[src/rtl/pulse_pkg.sv]
package pulse_pkg;
    localparam int PW_BITS   = 12;
    localparam int ACC_BITS  = 24;
    localparam int ADDR_BITS = 5;
    localparam int DATA_BITS = 8;

    typedef enum logic {
        ST_IDLE = 1'b0,
        ST_EVAL = 1'b1
    } seq_state_t;
endpackage

[src/rtl/pulse_width_regs.sv]
module pulse_width_regs #(
    parameter int PW_W   = 12,
    parameter int DW     = 8,
    parameter int AW     = 5,
    parameter int LO_OFS = 2,
    parameter int HI_OFS = 3
) (
    input  logic            clk,
    input  logic            rst_n,
    input  logic            wr_en_i,
    input  logic [AW-1:0]   wr_addr_i,
    input  logic [DW-1:0]   wr_data_i,
    output logic [PW_W-1:0] width_o
);
    localparam int HI_W = PW_W - DW;

    logic [DW-1:0]   lo_q;
    logic [HI_W-1:0] hi_q;

    always_ff @(posedge clk or negedge rst_n) begin
        if (!rst_n) begin
            lo_q <= '0;
            hi_q <= '0;
        end else if (wr_en_i) begin
            if (wr_addr_i == AW'(LO_OFS)) lo_q <= wr_data_i;
            if (wr_addr_i == AW'(HI_OFS)) hi_q <= wr_data_i[HI_W-1:0];
        end
    end

    assign width_o = {hi_q, lo_q};

    // writes to other addresses do not touch the width
    assert_foreign_addr_R4: assert property (@(posedge clk) disable iff (!rst_n)
        (wr_en_i && wr_addr_i != AW'(LO_OFS) && wr_addr_i != AW'(HI_OFS)) |=> $stable(width_o));
endmodule

[src/rtl/pulse_carry_chain.sv]
module pulse_carry_chain #(
    parameter int W = 12
) (
    input  logic [W-1:0] a_i,
    input  logic [W-1:0] b_i,
    output logic         ge_o
);
    logic [W:0]   c;
    logic [W-1:0] nb;

    assign nb   = ~b_i;
    assign c[0] = 1'b1;

    for (genvar i = 0; i < W; i++) begin : g_stage
        assign c[i+1] = (a_i[i] & nb[i]) | (c[i] & (a_i[i] | nb[i]));
    end

    assign ge_o = c[W];

    // the ripple carry agrees with a magnitude comparison
    always_comb begin
        assert_carry_ge_R5: assert (ge_o == (a_i >= b_i));
    end
endmodule

[src/rtl/pulse_wave_gen.sv]
module pulse_wave_gen
    import pulse_pkg::*;
#(
    parameter int PW_W   = PW_BITS,
    parameter int ACC_W  = ACC_BITS,
    parameter int AW     = ADDR_BITS,
    parameter int DW     = DATA_BITS,
    parameter int LO_OFS = 2,
    parameter int HI_OFS = 3
) (
    input  logic             clk,
    input  logic             rst_n,
    input  logic             step_i,
    input  logic [ACC_W-1:0] acc_i,
    input  logic             test_i,
    input  logic             wr_en_i,
    input  logic [AW-1:0]    wr_addr_i,
    input  logic [DW-1:0]    wr_data_i,
    output logic [PW_W-1:0]  pulse_o
);
    localparam logic [PW_W-1:0] ALL_ONES = '1;

    logic [PW_W-1:0] width;
    logic [PW_W-1:0] acc_top;
    logic            ge;
    logic            carry_q;
    seq_state_t      state_q, state_d;

    assign acc_top = acc_i[ACC_W-1 -: PW_W];

    pulse_width_regs #(
        .PW_W(PW_W), .DW(DW), .AW(AW), .LO_OFS(LO_OFS), .HI_OFS(HI_OFS)
    ) u_regs (
        .clk(clk), .rst_n(rst_n), .wr_en_i(wr_en_i),
        .wr_addr_i(wr_addr_i), .wr_data_i(wr_data_i), .width_o(width)
    );

    pulse_carry_chain #(.W(PW_W)) u_chain (
        .a_i(acc_top), .b_i(width), .ge_o(ge)
    );

    always_comb begin
        state_d = state_q;
        unique case (state_q)
            ST_IDLE: if (step_i) state_d = ST_EVAL;
            ST_EVAL: state_d = ST_IDLE;
        endcase
    end

    always_ff @(posedge clk or negedge rst_n) begin
        if (!rst_n) state_q <= ST_IDLE;
        else        state_q <= state_d;
    end

    always_ff @(posedge clk or negedge rst_n) begin
        if (!rst_n) begin
            carry_q <= 1'b0;
            pulse_o <= '0;
        end else begin
            unique case (state_q)
                ST_IDLE: if (step_i) carry_q <= ge;
                ST_EVAL: pulse_o <= {PW_W{carry_q | test_i}};
            endcase
        end
    end

    assert_uniform_R9: assert property (@(posedge clk) disable iff (!rst_n)
        (pulse_o == '0) || (pulse_o == ALL_ONES));

    assert_hold_R6: assert property (@(posedge clk) disable iff (!rst_n)
        (state_q != ST_EVAL) |=> $stable(pulse_o));

    assert_test_force_R7: assert property (@(posedge clk) disable iff (!rst_n)
        (state_q == ST_EVAL && test_i) |=> (pulse_o == ALL_ONES));

    assert_drop_step_R8: assert property (@(posedge clk) disable iff (!rst_n)
        (state_q == ST_EVAL) |=> (state_q == ST_IDLE) && $stable(carry_q));
endmodule

[config.mk]
export PLATFORM = sky130hd
export DESIGN_NAME = pulse_wave_gen
export DESIGN_NICKNAME = d
export VERILOG_FILES = /design/src/rtl/pulse_pkg.sv /design/src/rtl/pulse_width_regs.sv /design/src/rtl/pulse_carry_chain.sv /design/src/rtl/pulse_wave_gen.sv
export SDC_FILE = /design/constraint.sdc
export NUM_CORES = 1
export LEC_CHECK = 0
export BUFFER_PORTS_ARGS = -buffer_cell sky130_fd_sc_hd__buf_2
export CAP_MARGIN = 20
export CORE_MARGIN = 2
export CORE_UTILIZATION = 41
export CTS_CLUSTER_DIAMETER = 60
export CTS_CLUSTER_SIZE = 16
export DETAILED_ROUTE_END_ITERATION = 8
export PLACE_DENSITY = 0.74
export SETUP_SLACK_MARGIN = 0.3
export SYNTH_ARGS = -nofsm -noshare
export SYNTH_HDL_FRONTEND = slang
export SYNTH_SLANG_ARGS = --single-unit
[constraint.sdc]
create_clock -name clk -period 1.68 [get_ports clk]
set_input_delay 0.168 -clock clk [delete_from_list [all_inputs] [get_ports clk]]
set_output_delay 0.168 -clock clk [all_outputs]
set_load 0.05 [all_outputs]
======== After elaboration in Yosys (flattened, before gate mapping) ========
Cells that the tools add are included.
word-level totals
  output and inout bits ................... 12
  bits in latches ......................... 0
  memories kept ........................... 0
  memory bits (writable) .................. 0
  register bits after elaboration ......... 15
  memory bits (read-only) ................. 0
  input bits .............................. 42
operators by class
  reductions and logical operators ........ 3
  magnitude comparators ................... 0
  $mul .................................... 0
  bitwise gates (word level) .............. 50
  shift operators ......................... 0
  multiplexer cells ....................... 2
  $add $sub $neg .......................... 0
  eq/ne operators ......................... 2
  divide/modulo/power cells ............... 0
operator list
  cell                  number
  $or A1 B1 Y1          25
  $and A1 B1 Y1         23
  $not A12 Y12          1
  $eq A5 B2 Y1 const B  2
  $reduce_and A2 Y1     3
  $pmux W1 S2           1
  $mux W1               1
  $not A1 Y1            1

======== Longest topological paths before layout ========
Gate-level depths: netlist of the first run.
  word-level depth ........................ 25
  depth in mapped cells ................... 6
  depth with buffers taken out ............ 6

======== Modules after synthesis ========
From an unflattened synthesis of the first run, not the netlist that was laid out.
unflattened totals
  cell total of the unflattened synthesis .. 78
  area, all modules ....................... 874.6 µm²
modules (own cells, without submodules)
  module             cells each  seq. area each (µm²)  instances  area each (µm²)
  pulse_width_regs   28          300.3                 1          483.0
  pulse_carry_chain  31          0.0                   1          197.7
  pulse_wave_gen     19          75.1                  1          193.9

======== Worst setup path before layout of the first run ========
OpenSTA, ideal clock, no wires.
  path kind ............................... flip-flop to flip-flop
  start point ............................. reg u_regs.hi_q[2]
  end point ............................... reg carry_q
  clock period less this slack ............ 1.428 ns
  setup time .............................. 0.125 ns
  stages on the path, launching flop included .. 7
  buffers on the path ..................... 0
  path slack .............................. 0.252 ns
  data required time ...................... 1.555 ns
  arrival time ............................ 1.304 ns
  cells stage by stage .................... dfrtp_1 inv_1 maj3_2 a221oi_2 o211ai_1 a31oi_1 o31ai_1
between the ends
  longest elaborated chain between the ends .. 6
  elaborated cells on any way between the ends .. 7
  those cells by class .................... bitwise: 7
RTL lines
  item                      line                     source
  start: declaration        pulse_width_regs.sv:18   logic [HI_W-1:0] hi_q;
  start signal: assignment  pulse_width_regs.sv:26   if (wr_addr_i == AW'(HI_OFS)) hi_q <= wr_data_i[HI_W-1:0];
  $not A12 Y12 *            pulse_carry_chain.sv:11  assign nb = ~b_i;
  $or A1 B1 Y1              pulse_carry_chain.sv:15  assign c[i+1] = (a_i[i] & nb[i]) | (c[i] & (a_i[i] | nb[i]));
  $and A1 B1 Y1             pulse_carry_chain.sv:15
  $or A1 B1 Y1 *            pulse_carry_chain.sv:15
  $and A1 B1 Y1 *           pulse_carry_chain.sv:15
  $or A1 B1 Y1 *            pulse_carry_chain.sv:15
  end signal: assignment    pulse_wave_gen.sv:61     ST_IDLE: if (step_i) carry_q <= ge;
  end: declaration          pulse_wave_gen.sv:26     logic carry_q;
Mark *: on every way between the ends. The rest lies on a longest branch, timed or not.
A chain may end at the register's enable or synchronous reset.

======== Worst setup path after layout of the first run ========
Same ends and word-level chain as after synthesis.

==> summary.txt, run 1 <==
Status
  • Status: finished, final reports clean

Critical path
  • Worst setup path class: flip-flop to flip-flop
  • CP max FO: 2
  • Highest-delay cell along the critical path: dfrtp_1
  • CP arrival: about 1700 ps
  • Critical path launch point type: flip-flop
  • Setup crit start: u_regs.hi_q[2]$_DFFE_PN0P_
  • Critical Path End Type: flip-flop
  • Levels on crit path: 6
  • R2R depth: 6
  • Critical Path Max Stage Delay: ~370 ps
  • Worst-path cell chain: inv_1 -> maj3_2 -> a221oi_4 -> o211ai_1 -> a31oi_1 -> o31ai_1
  • Crit path max-delay family: compound AO/OA/AOI/OAI gates
  • WP buf/inv: 1
  • Worst endpoint required time: between 1500 and 2000 ps
  • RR Startpoint: u_regs.hi_q[2]$_DFFE_PN0P_
  • R2R Path End: carry_q$_DFFE_PN0P_
  • Flop2flop setup slack: ~160 ps

Global routing
  • Grt ovf: 0
  • Largest net degree at the start of global routing: 16
  • First-pass GRT wire length: approximately 2.9 mm
  • Initial antenna violation count: 0
  • GR Util All Layers: 0.152
  • Vias in the first global route: ~670

Logic synthesis
  • Cell Area, Synth: around 860 sq um
  • Synth Area in XOR/XNOR: 0
  • Synth Area in Adders: 0.0610
  • Largest family of logic cells by synthesized area: buffers and inverters
  • Yosys warnings: 0
  • Synth Area in Simple Gates: 0.106
  • Synth Flop Type: dfrtp_1
  • Post-synthesis mux area share: 0.0914
  • Synth Register Bits: 15
  • EDFF count, synth: 0
  • Seq/Total Area, Yosys: 0.435
  • Synth Area in Compound Gates: 0.148
  • Synth area leaders: dfrtp_1 44%, buf_4 9.6%, mux2_2 9.1%, inv_1 5.7%, a221oi_2 5.2%
  • Top cell type's share of synthesized area: 0.435
  • Most numerous cell in the Yosys netlist: dfrtp_1
  • Yosys top cell by area: dfrtp_1
  • Mapped Avg Cell Area: 9.80 sq um
  • Syn Nets: 130
  • Mapped Cells: between 80 and 90
  • Most frequent cells after synthesis: 15 x dfrtp_1, 13 x inv_1, 11 x buf_4
  • FFs w/ async S/R, synth: 1.00
  • Distinct cells, synth: 20

Placement
  • Placed cells: around 150
  • IO buf count: roughly 40
  • Detailed Place HPWL: approximately 1.4 mm
  • GPL Wtd Cong: between 0.7 and 0.8

Layout
  • Filler cell count: about 180
  • Area growth from synthesis to layout: 26.0%
  • Nets: approximately 170
  • Fin cells: approximately 150
  • Fraction of layout cells with a size suffix above 1: 0.488
  • # diodes: 0

Routing
  • Top Layer Used: met4
  • Number of routed nets with antenna violations: 0
  • Vias: ~690
  • M1 wire length: between 700 and 800 um
  • Met3 Routed Length: between 80 and 90 um
  • Wire per inst: between 10 and 15 um
  • # DRC: 0
  • First drt pass iteration count: 2
  • Metal2 WL: ~790 um
  • Iter 0 DRT Violations: 4
  • Final WL: about 1.7 mm
  • Vias per cell: 4.55

STA
  • Setup TNS: 0 ps
  • Setup Viol. Count Final: 0
  • Post-layout min period: 1520 ps
  • Final-report max-slew violation count: 0
  • Worst Tran Pin Value: between 400 and 500 ps
  • Final worst clock skew: ~1.6 ps
  • F_max: 0.659 GHz
  • Max_slew headroom: 0.731
  • Unrepaired setup endpoints after global routing: yes
  • Crit share post-route: 0.903
  • Fin. Hold Viols: 0

Power
  • Reported net switching power: between 0.4 and 0.5 mW
  • Sequential share of power: 0.412
  • Sw Share: 0.402
  • Power density cells: around 1100 nW/um^2
  • Final Power: 1.15 mW
  • Int Power: approximately 0.7 mW
  • Clock power frac: 0.190
  • Logic pwr share: 0.398
  • Leak pwr: around 0.54 nW
  • IR drop worst, VDD: 0.561 mV

Run
  • Number of max-cap violations: 0

Die
  • Die Height: between 40 and 50 um
  • Initial Utilization: 0.435
  • Die X: 49.9 um
  • DIE AREA: about 2500 sq um
  • Top-Level Pins: 54
  • Core Region: 1980 sq um
  • Site row count: 16

CTS
  • Worst-path clk slew: roughly 100 ps
  • Max clock buf depth: 2
  • Clock latency on the worst-skew pair: around 290 ps
  • CTS tree: yes
  • Clk sinks: 15
  • Root Driver: clkbuf_4
  • # H-tree levels: 1
  • Total CTS buffers: 3

Hold path
  • Min-Delay Endpoint: u_regs.lo_q[7]$_DFFE_PN0P_
  • Hold Path Cell Cnt: 3
  • Hold Path Class: input pin to flip-flop
  • Hold path startpoint: wr_data_i[7]
## routing by layer
layer | up-vias | GRT usage
met5 | - | 0
met4 | 0 | 0.0694
met3 | 4 | 0.0273
met2 | 23 | 0.249
met1 | 309 | 0.195
li1 | 356 | -
## through the flow
stage	worst slack [ps]	hold WS, ps	instance area (sq um)	utilization
after floorplan	294	-128	862	-
after global placement	189	91.5	1020	0.515
after detailed placement	139	89.6	1020	0.515
after CTS	176	78.4	1080	0.547
after global routing	55.9	97.0	1090	0.548
final	163	75.8	1090	0.548
## state kept, by name, summed over array words and instances (netlist names)
| name | count |
|---|---|
| u_regs.hi_q | 4 |
| state_q | 1 |
| carry_q | 1 |
| u_regs.lo_q | 8 |
| pulse_o | 1 |
## worst min-delay path, cell delays in order
cell	delay, ps
buf_2	80
nand2_1	30
o21ai_0	60
## kinds of logic (layout without fill, tap and decap cells)
family | count (synthesis) | after routing
multiplexers | 7 | 7
AND/OR/NAND/NOR | 19 | 19
flip-flops | 15 | 15
buffers and inverters | 25 | 62
adder cells (fa/ha/maj) | 5 | 5
AO/OA/AOI/OAI | 17 | 17
## worst max-delay path by stage
stage,to,slack (ps)
5_1_grt,carry_q$_DFFE_PN0P_,60
4_1_cts,carry_q$_DFFE_PN0P_,180
3_5_place_dp,carry_q$_DFFE_PN0P_,140
3_3_place_gp,u_regs.lo_q[0]$_DFFE_PN0P_,190
6_report,carry_q$_DFFE_PN0P_,160
2_1_floorplan,carry_q$_DFFE_PN0P_,290
## repair_timing
action                                 in CTS  in global routing
setup endpoints to repair                   1                  6
pin swaps                                   5                  0
endpoints found under the hold margin      15                  0
resized for setup                           1                  1
hold buffers                                1                  0
buffers inserted                            2                  0
## power groups by stage
stage | clock [mW] | sequential [mW] | combinational [mW]
detailed placement | 0 | 0.482 | 0.431
floorplan | 0 | 0.486 | 0.361
finish | 0.218 | 0.472 | 0.457
global route | 0.239 | 0.483 | 0.495
CTS | 0.218 | 0.472 | 0.462
global placement | 0 | 0.478 | 0.420
## cell usage in the layout, fill, tap and decap left out, drive strengths merged, types with 3 or more instances in the layout
master | synthesis | layout
clkbuf | 0 | 3
dfrtp | 15 | 15
maj3 | 5 | 5
nand2b | 4 | 4
nor2b | 3 | 3
a21oi | 3 | 3
o21ai | 6 | 6
a221oi | 3 | 3
nor2 | 3 | 3
nand2 | 8 | 8
inv | 13 | 13
buf | 12 | 44
mux2 | 7 | 7
## layout make-up
type | instances | area, sq um | area share
clock buffer | 3 | 22.5 | 0.0207
multi-input combinational | 48 | 362 | 0.333
timing repair buffer | 45 | 238 | 0.219
inverter | 13 | 48.8 | 0.0449
clock inverter | 1 | 5.00 | 0.00461
tap | 27 | 33.8 | 0.0311
sequential | 15 | 377 | 0.347
Note: power is estimated with default switching activity, not from simulation.
==> run 2: changes to the inputs <==
- BUFFER_PORTS_ARGS: -buffer_cell sky130_fd_sc_hd__buf_2 -> default
- CORE_UTILIZATION: 41 -> 59
- DONT_BUFFER_PORTS: default -> 1
- PLACE_DENSITY: 0.74 -> 0.72
==> summary.txt, run 2 (synthesis gave the netlist of run 1 again) <==
Status
  • Status: finished, final reports clean

Die
  • Top-Level Pins: between 50 and 60
  • Die Height: between 40 and 50 um
  • Initial Utilization: 0.646
  • DIE AREA: 1780 sq um
  • Core Region: ~1300 sq um
  • Die X: 42.2 um
  • Site row count: 13

Critical path
  • Worst endpoint required time: 1850 ps
  • Worst setup path class: flip-flop to flip-flop
  • Crit path max-delay family: compound AO/OA/AOI/OAI gates
  • Critical Path Max Stage Delay: 360 ps
  • CP arrival: roughly 1700 ps
  • Critical Path End Type: flip-flop
  • Levels on crit path: 6
  • Highest-delay cell along the critical path: dfrtp_1
  • WP buf/inv: 0
  • Worst-path cell chain: nor2b_1 -> maj3_2 -> a221oi_4 -> o211ai_1 -> a21oi_1 -> o31ai_1
  • CP max FO: 2
  • Critical path launch point type: flip-flop
  • R2R depth: 6

Layout
  • Most frequent cells in the layout: 14 x dfrtp_1, 13 x inv_1, 8 x nand2_1
  • # diodes: 0
  • Fraction of layout cells with a size suffix above 1: 0.289
  • Nets: 133
  • Area growth from synthesis to layout: 10.3%
  • Most flops, register: u_regs.lo_q
  • Commonest non-fill, non-tap cell in the layout: dfrtp_1
  • Filler cell count: 108
  • Largest register FFs: 8
  • Biggest regs: u_regs.lo_q x8, u_regs.hi_q x4

Placement
  • Detailed Place HPWL: approximately 1.3 mm
  • GPL Wtd Cong: between 0.7 and 0.8
  • IO buf count: 0

Global routing
  • First-pass GRT wire length: about 2.6 mm
  • Largest net degree at the start of global routing: 16
  • Vias in the first global route: ~630
  • Grt ovf: 0
  • GR Util All Layers: 0.196
  • Initial antenna violation count: 0

Routing
  • M1 wire length: about 600 um
  • Number of routed nets with antenna violations: 0
  • Wire per inst: approximately 15 um
  • # DRC: 0
  • Vias: 586
  • Met3 Routed Length: 138 um
  • Iter 0 DRT Violations: 4
  • Final WL: 1.59 mm
  • Top Layer Used: met4
  • Vias per cell: around 5.6
  • First drt pass iteration count: 4
  • Metal2 WL: around 840 um

Hold path
  • Hold Path Class: input pin to flip-flop
  • Hold Path Cell Cnt: 2

STA
  • Setup TNS: 0 ps
  • WHS: 23.4 ps
  • Setup Viol. Count Final: 0
  • F_max: between 0.6 and 0.7 GHz
  • Final-report max-slew violation count: 0
  • Unrepaired setup endpoints after global routing: yes
  • Max_slew headroom: 0.541
  • Post-layout min period: between 1500 and 2000 ps
  • Crit share post-route: 0.898
  • Final worst clock skew: between 3 and 4 ps
  • Fin. Hold Viols: 0
  • Worst Tran Pin Value: a little under 700 ps

CTS
  • Max clock buf depth: 2
  • Clk sinks: 15
  • Total CTS buffers: 3
  • Worst-path clk slew: roughly 90 ps
  • # H-tree levels: 1
  • Root Driver: clkbuf_4
  • CTS tree: yes
  • Clock latency on the worst-skew pair: 280 ps

Power
  • IR drop worst, VDD: between 0.6 and 0.7 mV
  • Final Power: 1.11 mW
  • Power density cells: 1170 nW/um^2
  • Leak pwr: about 0.43 nW

Run
  • Number of max-cap violations: 0
## run 2: cell type report
class                   count  area (sq um)  area share
flip-flops and latches     15           379       0.399
inverters                  13          48.8      0.0513
well taps                  15          18.8      0.0197
clock inverters             1          5.00     0.00526
multi-input cells          48           372       0.391
clock buffers               3          22.5      0.0237
repair buffers             10           105       0.111
## run 2: per-layer routing
layer  track usage  vias to the layer above
li1              -                      291
met1         0.204                      273
met2         0.342                       20
met3        0.0603                        2
met4         0.113                        0
met5             0                        -
## run 2: metrics by stage
stage	std cells	setup slack (ps)	util	cell area (sq um)
floorplan	88	294	-	862
global placement	94	178	0.629	840
detailed placement	94	129	0.629	840
CTS	104	149	0.700	933
global route	105	89.7	0.713	951
finish	105	171	0.713	951
## run 2: path summary, 6_finish.rpt
kind                                       startpoint  slack, ps                          to
hold reg to reg                     state_q$_DFF_PN0_        470      pulse_o[0]$_DFFE_PN0P_
hold / removal                           wr_data_i[3]         20  u_regs.lo_q[3]$_DFFE_PN0P_
max in group asynchronous                       rst_n        820      pulse_o[0]$_DFFE_PN0P_
setup / recovery           u_regs.hi_q[1]$_DFFE_PN0P_        170         carry_q$_DFFE_PN0P_
setup reg to reg           u_regs.hi_q[1]$_DFFE_PN0P_        170         carry_q$_DFFE_PN0P_
min in group asynchronous                       rst_n        360      pulse_o[0]$_DFFE_PN0P_
## run 2: repair_timing
item                                    CTS  global route
endpoints found under the hold margin    18             0
resized for setup                         1             3
pin swaps                                 5             6
hold buffers                              4             0
endpoints found under the setup margin    1            11
setup buffers                             2             1
## run 2: power breakdown
group	internal, mW	total (mW)	switching, mW
Clock	0.0884	0.204	0.115
Sequential	0.434	0.475	0.0412
Combinational	0.151	0.430	0.280
